--- config.mk ---
export PLATFORM = sky130hd
export DESIGN_NAME = statusBankTop
export DESIGN_NICKNAME = d
export VERILOG_FILES = /design/src/rtl/statusPkg.sv /design/src/rtl/statusCtrl.sv /design/src/rtl/statusData.sv /design/src/rtl/statusBankTop.sv
export SDC_FILE = /design/constraint.sdc
export NUM_CORES = 1
export LEC_CHECK = 0
export ABC_AREA = 1
export BUFFER_PORTS_ARGS = -buffer_cell sky130_fd_sc_hd__buf_2
export CAP_MARGIN = 30
export CORE_ASPECT_RATIO = 1.25
export CORE_MARGIN = 4
export CORE_UTILIZATION = 45
export CTS_CLUSTER_DIAMETER = 30
export DETAILED_ROUTE_END_ITERATION = 6
export PLACE_DENSITY_LB_ADDON = 0.3
export SYNTH_ARGS = -nofsm -noshare
export SYNTH_HDL_FRONTEND = slang
export SYNTH_SLANG_ARGS = --single-unit
--- constraint.sdc ---
create_clock -name clk -period 2.3 [get_ports clk]
set_input_delay 0.23 -clock clk [delete_from_list [all_inputs] [get_ports clk]]
set_output_delay 0.23 -clock clk [all_outputs]
set_load 0.03 [all_outputs]
--- src/rtl/statusPkg.sv ---
package statusPkg;
  localparam int REG_W  = 16;
  localparam int ADDR_W = 16;

  localparam logic [ADDR_W-1:0] ADR_STAT1 = 16'd1;
  localparam logic [ADDR_W-1:0] ADR_SPEED = 16'd4;
  localparam logic [ADDR_W-1:0] ADR_PKG   = 16'd5;
  localparam logic [ADDR_W-1:0] ADR_STAT2 = 16'd8;
  localparam logic [ADDR_W-1:0] ADR_LANE  = 16'd24;

  localparam int BIT_LOCFLT = 7;
  localparam int BIT_LINK   = 2;
  localparam int BIT_TXF    = 11;
  localparam int BIT_RXF    = 10;
  localparam int BIT_ALIGN  = 12;
  localparam int BIT_DTE    = 5;
  localparam int BIT_PHYR   = 4;

  typedef enum logic [2:0] {
    SEL_NONE,
    SEL_STAT1,
    SEL_SPEED,
    SEL_PKG,
    SEL_STAT2,
    SEL_LANE
  } regSelE;

  typedef struct packed {
    logic   rdEn;
    regSelE sel;
    logic   clrLink;
    logic   clrFault;
  } ctrlStrobeT;
endpackage

--- src/rtl/statusCtrl.sv ---
module statusCtrl
  import statusPkg::*;
(
  input  logic [ADDR_W-1:0] rdAddr,
  input  logic              rdStrobe,
  output ctrlStrobeT        strobe
);
  regSelE selNext;

  always_comb begin
    unique case (rdAddr)
      ADR_STAT1: selNext = SEL_STAT1;
      ADR_SPEED: selNext = SEL_SPEED;
      ADR_PKG:   selNext = SEL_PKG;
      ADR_STAT2: selNext = SEL_STAT2;
      ADR_LANE:  selNext = SEL_LANE;
      default:   selNext = SEL_NONE;
    endcase
  end

  always_comb begin
    strobe.rdEn     = rdStrobe;
    strobe.sel      = selNext;
    strobe.clrLink  = rdStrobe && (selNext == SEL_STAT1);
    strobe.clrFault = rdStrobe && (selNext == SEL_STAT2);
  end
endmodule

--- src/rtl/statusData.sv ---
module statusData
  import statusPkg::*;
#(
  parameter int LANES = 4
) (
  input  logic             clk,
  input  logic             rstN,
  input  ctrlStrobeT       strobe,
  input  logic             linkUp,
  input  logic             txFault,
  input  logic             rxFault,
  input  logic [LANES-1:0] laneSync,
  input  logic             laneAligned,
  input  logic             roleDte,
  output logic [REG_W-1:0] rdData,
  output logic             linkLatch,
  output logic             txLatch,
  output logic             rxLatch
);
  localparam int NFLT = 2;

  logic [NFLT-1:0] faultLive;
  logic            faultLat [NFLT];
  logic [REG_W-1:0] muxData;

  assign faultLive = {txFault, rxFault};

  // Latch-high fault bits: reload from live on read, else accumulate
  for (genvar g = 0; g < NFLT; g++) begin : gFault
    always_ff @(posedge clk) begin
      if (!rstN)                faultLat[g] <= 1'b0;
      else if (strobe.clrFault) faultLat[g] <= faultLive[g];
      else                      faultLat[g] <= faultLat[g] | faultLive[g];
    end
  end

  assign txLatch = faultLat[1];
  assign rxLatch = faultLat[0];

  // Latch-low link bit
  always_ff @(posedge clk) begin
    if (!rstN)               linkLatch <= 1'b0;
    else if (strobe.clrLink) linkLatch <= linkUp;
    else                     linkLatch <= linkLatch & linkUp;
  end

  always_comb begin
    muxData = '0;
    unique case (strobe.sel)
      SEL_STAT1: begin
        muxData[BIT_LOCFLT] = txLatch | rxLatch;
        muxData[BIT_LINK]   = linkLatch;
      end
      SEL_SPEED: muxData[0] = 1'b1;
      SEL_PKG: begin
        muxData[BIT_DTE]  = roleDte;
        muxData[BIT_PHYR] = ~roleDte;
        muxData[0]        = 1'b1;
      end
      SEL_STAT2: begin
        muxData[15:14]   = 2'b10;
        muxData[BIT_TXF] = txLatch;
        muxData[BIT_RXF] = rxLatch;
      end
      SEL_LANE: begin
        muxData[BIT_ALIGN]   = laneAligned;
        muxData[LANES-1:0]   = laneSync;
      end
      default: muxData = '0;
    endcase
  end

  always_ff @(posedge clk) begin
    if (!rstN)            rdData <= '0;
    else if (strobe.rdEn) rdData <= muxData;
  end
endmodule

--- src/rtl/statusBankTop.sv ---
module statusBankTop
  import statusPkg::*;
#(
  parameter int LANES = 4
) (
  input  logic              clk,
  input  logic              rstN,
  input  logic [ADDR_W-1:0] rdAddr,
  input  logic              rdStrobe,
  output logic [REG_W-1:0]  rdData,
  input  logic              linkUp,
  input  logic              txFault,
  input  logic              rxFault,
  input  logic [LANES-1:0]  laneSync,
  input  logic              laneAligned,
  input  logic              roleDte
);
  ctrlStrobeT strobe;
  logic linkLatch;
  logic txLatch;
  logic rxLatch;

  statusCtrl uCtrl (
    .rdAddr  (rdAddr),
    .rdStrobe(rdStrobe),
    .strobe  (strobe)
  );

  statusData #(.LANES(LANES)) uData (
    .clk        (clk),
    .rstN       (rstN),
    .strobe     (strobe),
    .linkUp     (linkUp),
    .txFault    (txFault),
    .rxFault    (rxFault),
    .laneSync   (laneSync),
    .laneAligned(laneAligned),
    .roleDte    (roleDte),
    .rdData     (rdData),
    .linkLatch  (linkLatch),
    .txLatch    (txLatch),
    .rxLatch    (rxLatch)
  );
endmodule

==> metrics.yaml <==
detailed_routing:
  drt_iter0_markers: 3
  wl_per_cell_um: 10.27
  wl_um: 1705
  ant_nets: 0
  first_pass_iters: 4
  drc: 0
  avgViaCountPerCell: 4.825
  vias: 801
synthesis:
  synthDistinctLibCells: 22
  synthMostInstantiatedCell: "nand2_1"
  synthAdderAreaFrac_pct: 0
  yosys.area.top_type: "dfxtp_1"
  synthTopCellsByArea: "dfxtp_1 33%, nand2_1 13%, nor2_1 7.1%"
  ys_seq_elements: 14
  yosysTopAreaCellShare_pct: 32.70
  muxShareOfSynthArea_pct: 0
  synth_warnings: 0
  synth.avg_cell_area_um2: 7.169
  synth-xor-area-share_pct: 0
  netlist_area_um2: 795.8
  synthArstFlopShare_pct: 0
  synth_common_cells: "27 x nand2_1, 15 x nor2_1, 13 x dfxtp_1"
  synth_compound_area_share_pct: 10.69
  yosys.area_share.simple_pct: 39.78
  ys_seq_area_share_pct: 36.48
  synthFlopType: "dfxtp_1"
  synth_enable_flop_cells: 1
  synth_top_family_by_area: "simple AND/OR/NAND/NOR gates"
  netlist_instances: 111
grt:
  use_met1_pct: 13.33
  grt_max_degree: 14
  grt_first_pass_wirelength_um: 2615
  antenna_found_initial: 0
  first_global_vias: 686
  grt_busiest_layer: "met2"
  globalRouteOverflowTotal: 0
  use_met3_pct: 3.883
  grtUsageTotal_pct: 14.46
  met2_usage_pct: 28.14
worst_setup_path:
  crit_family: "simple AND/OR/NAND/NOR gates"
  slowest_delay_ns: 0.28
  crit_arrival_ns: 1.12
  critical_path.most_common_cell: "nand2_1"
  path_class: "input pin to flop"
  worst_setup_path_start_kind: "input pin"
  crit_slowest_cell: "nor2_4"
  crit_path_end_kind: "flop"
  path_max_fanout: 13
  required_ns: 2.35
  path_cells: "buf_2, nor2_1, nand2_1, nor2_4, nand3_2, nand2_1, o21ai_1"
  reg2reg_slack_ns: 1.42
  critPathBufInv: 1
power:
  p_per_area_nw_per_um2: 498.1
  internal-power_uw: 368.0
  switching_share_pct: 25.35
  power_frac_clock_pct: 36.2
  switchingPower_uw: 124.9
  p_leak_nw: 0.4526
  power.total_uw: 493.0
  ir_worst_vdd_mv: 0.3793
  comb_power_share_pct: 13.2
  seq_power_share_pct: 50.6
clock_network:
  ctsLongestPathBuffers: 2
  cts-root-buf: "clkbuf_4"
  cts_hold_buf: 0
  cts_tree: "built"
  insertion_delay_ns: 0.28
  cts_buffers: 3
  post_cts_buffers: 0
  cts.htree.levels: 1
  clock-sinks: 14
  cts_resized: 0
  clk_pin_slew_ns: 0.09
placement:
  port_buffers: 38
  place.gp.congestion: 0.7121
  hpwl_um: 1403
job:
  max_cap_violations: 0
sta:
  tns_ns: 0
  fin_worst_skew_ns: 0.003179
  finalHoldWorstSlack_ns: 0.1617
  maxSlewViolCount: 0
  fmax_ghz: 0.9316
  hold_viol: 0
  finalSetupViolations: 0
  fin_crit_sh_pct: 46.67
  min_period_ns: 1.073
  grt_setup_unrepaired: "false"
cells_and_area:
  fin_nets: 177
  drive_above_1_share_pct: 37.84
  n_antenna_cell: 0
  area_growth_pct: 24.37
floorplanning:
  die_x_um: 45.61
  die_y_um: 55.02
  top_level_ports: 44
  core_um2: 1622
  fp.dieArea_um2: 2509
  rows: 16
  start_util_pct: 49.07
status:
  status: "complete, no violations"
min_path:
  worstHoldPathType: "input pin to flop"
## worst paths after layout
check | cells after the start | to | startpoint
worst max-delay path | 7 | uData.faultLat[0]$_DFFE_PP_ | rdAddr[15]
worst min register to register | 2 | uData.linkLatch$_SDFF_PN0_ | uData.linkLatch$_SDFF_PN0_
worst max register to register | 3 | uData.faultLat[1]$_DFF_P_ | uData.faultLat[1]$_DFF_P_
worst min-delay path | 3 | uData.linkLatch$_SDFF_PN0_ | linkUp
## worst register-to-register path, stage by stage (launching register included)
cell	delay, ns
dfxtp_1	0.32
or2_2	0.29
nand3_1	0.09
a21oi_1	0.06
## stage by stage
stage	cells	setup WS, ns	util (%)	instance area, µm²
after floorplan	115	1.244	-	810.8
after global placement	162	0.9734	58.80	953.4
after detailed placement	162	0.9073	58.80	953.4
after CTS	166	1.217	61.03	989.7
after global routing	166	1.137	61.03	989.7
final	166	1.227	61.03	989.7
## power groups by stage
stage               combinational [mW]  sequential, mW  clock, mW
CTS                             0.0653           0.249      0.181
global route                    0.0722           0.250      0.198
global placement                0.0635           0.255          0
detailed placement              0.0650           0.255          0
floorplan                       0.0443           0.255          0
finish                          0.0651           0.249      0.179
## cells by family after synthesis
kind of cell    Yosys count
simple gates             64
buf+inv                  16
compound gates           15
flops                    14
other cells               2
## per-layer routing
metal / up-vias / wire [µm]
li1: 419 / -
met1: 358 / 628
met3: 5 / 103
met2: 19 / 945
met5: - / 0
met4: 0 / 28
## cell usage in the layout (no fill, tap or decap)
| cell | instances |
|---|---|
| inv_2 | 1 |
| edfxtp_1 | 1 |
| a21oi_2 | 2 |
| conb_1 | 6 |
| dfxtp_1 | 13 |
| nand4_1 | 6 |
| clkbuf_4 | 3 |
| nand3_1 | 5 |
| or2_2 | 1 |
| nand2_1 | 27 |
| nor2_2 | 2 |
| inv_1 | 6 |
| o21ai_1 | 1 |
| nor2_4 | 4 |
| nand2_2 | 2 |
| clkbuf_8 | 1 |
| buf_2 | 38 |
| o21bai_1 | 1 |
| a21oi_1 | 11 |
| nand3_2 | 2 |
| nor2_1 | 15 |
## area by class of cell
type	count	area, µm²
Inverter	7	26.28
Sequential cell	14	290.3
Multi-Input combinational cell	85	424.2
Clock buffer	4	36.28
Timing Repair Buffer	38	190.2
Tap cell	18	22.52
Fill cell	168	631.9
## sequential cells by signal, indices dropped and copies added, names as in the netlist
| signal | cells |
|---|---|
| uData.faultLat | 2 |
| uData.rdData | 11 |
| uData.linkLatch | 1 |
Power figures use the tool's default switching activity.
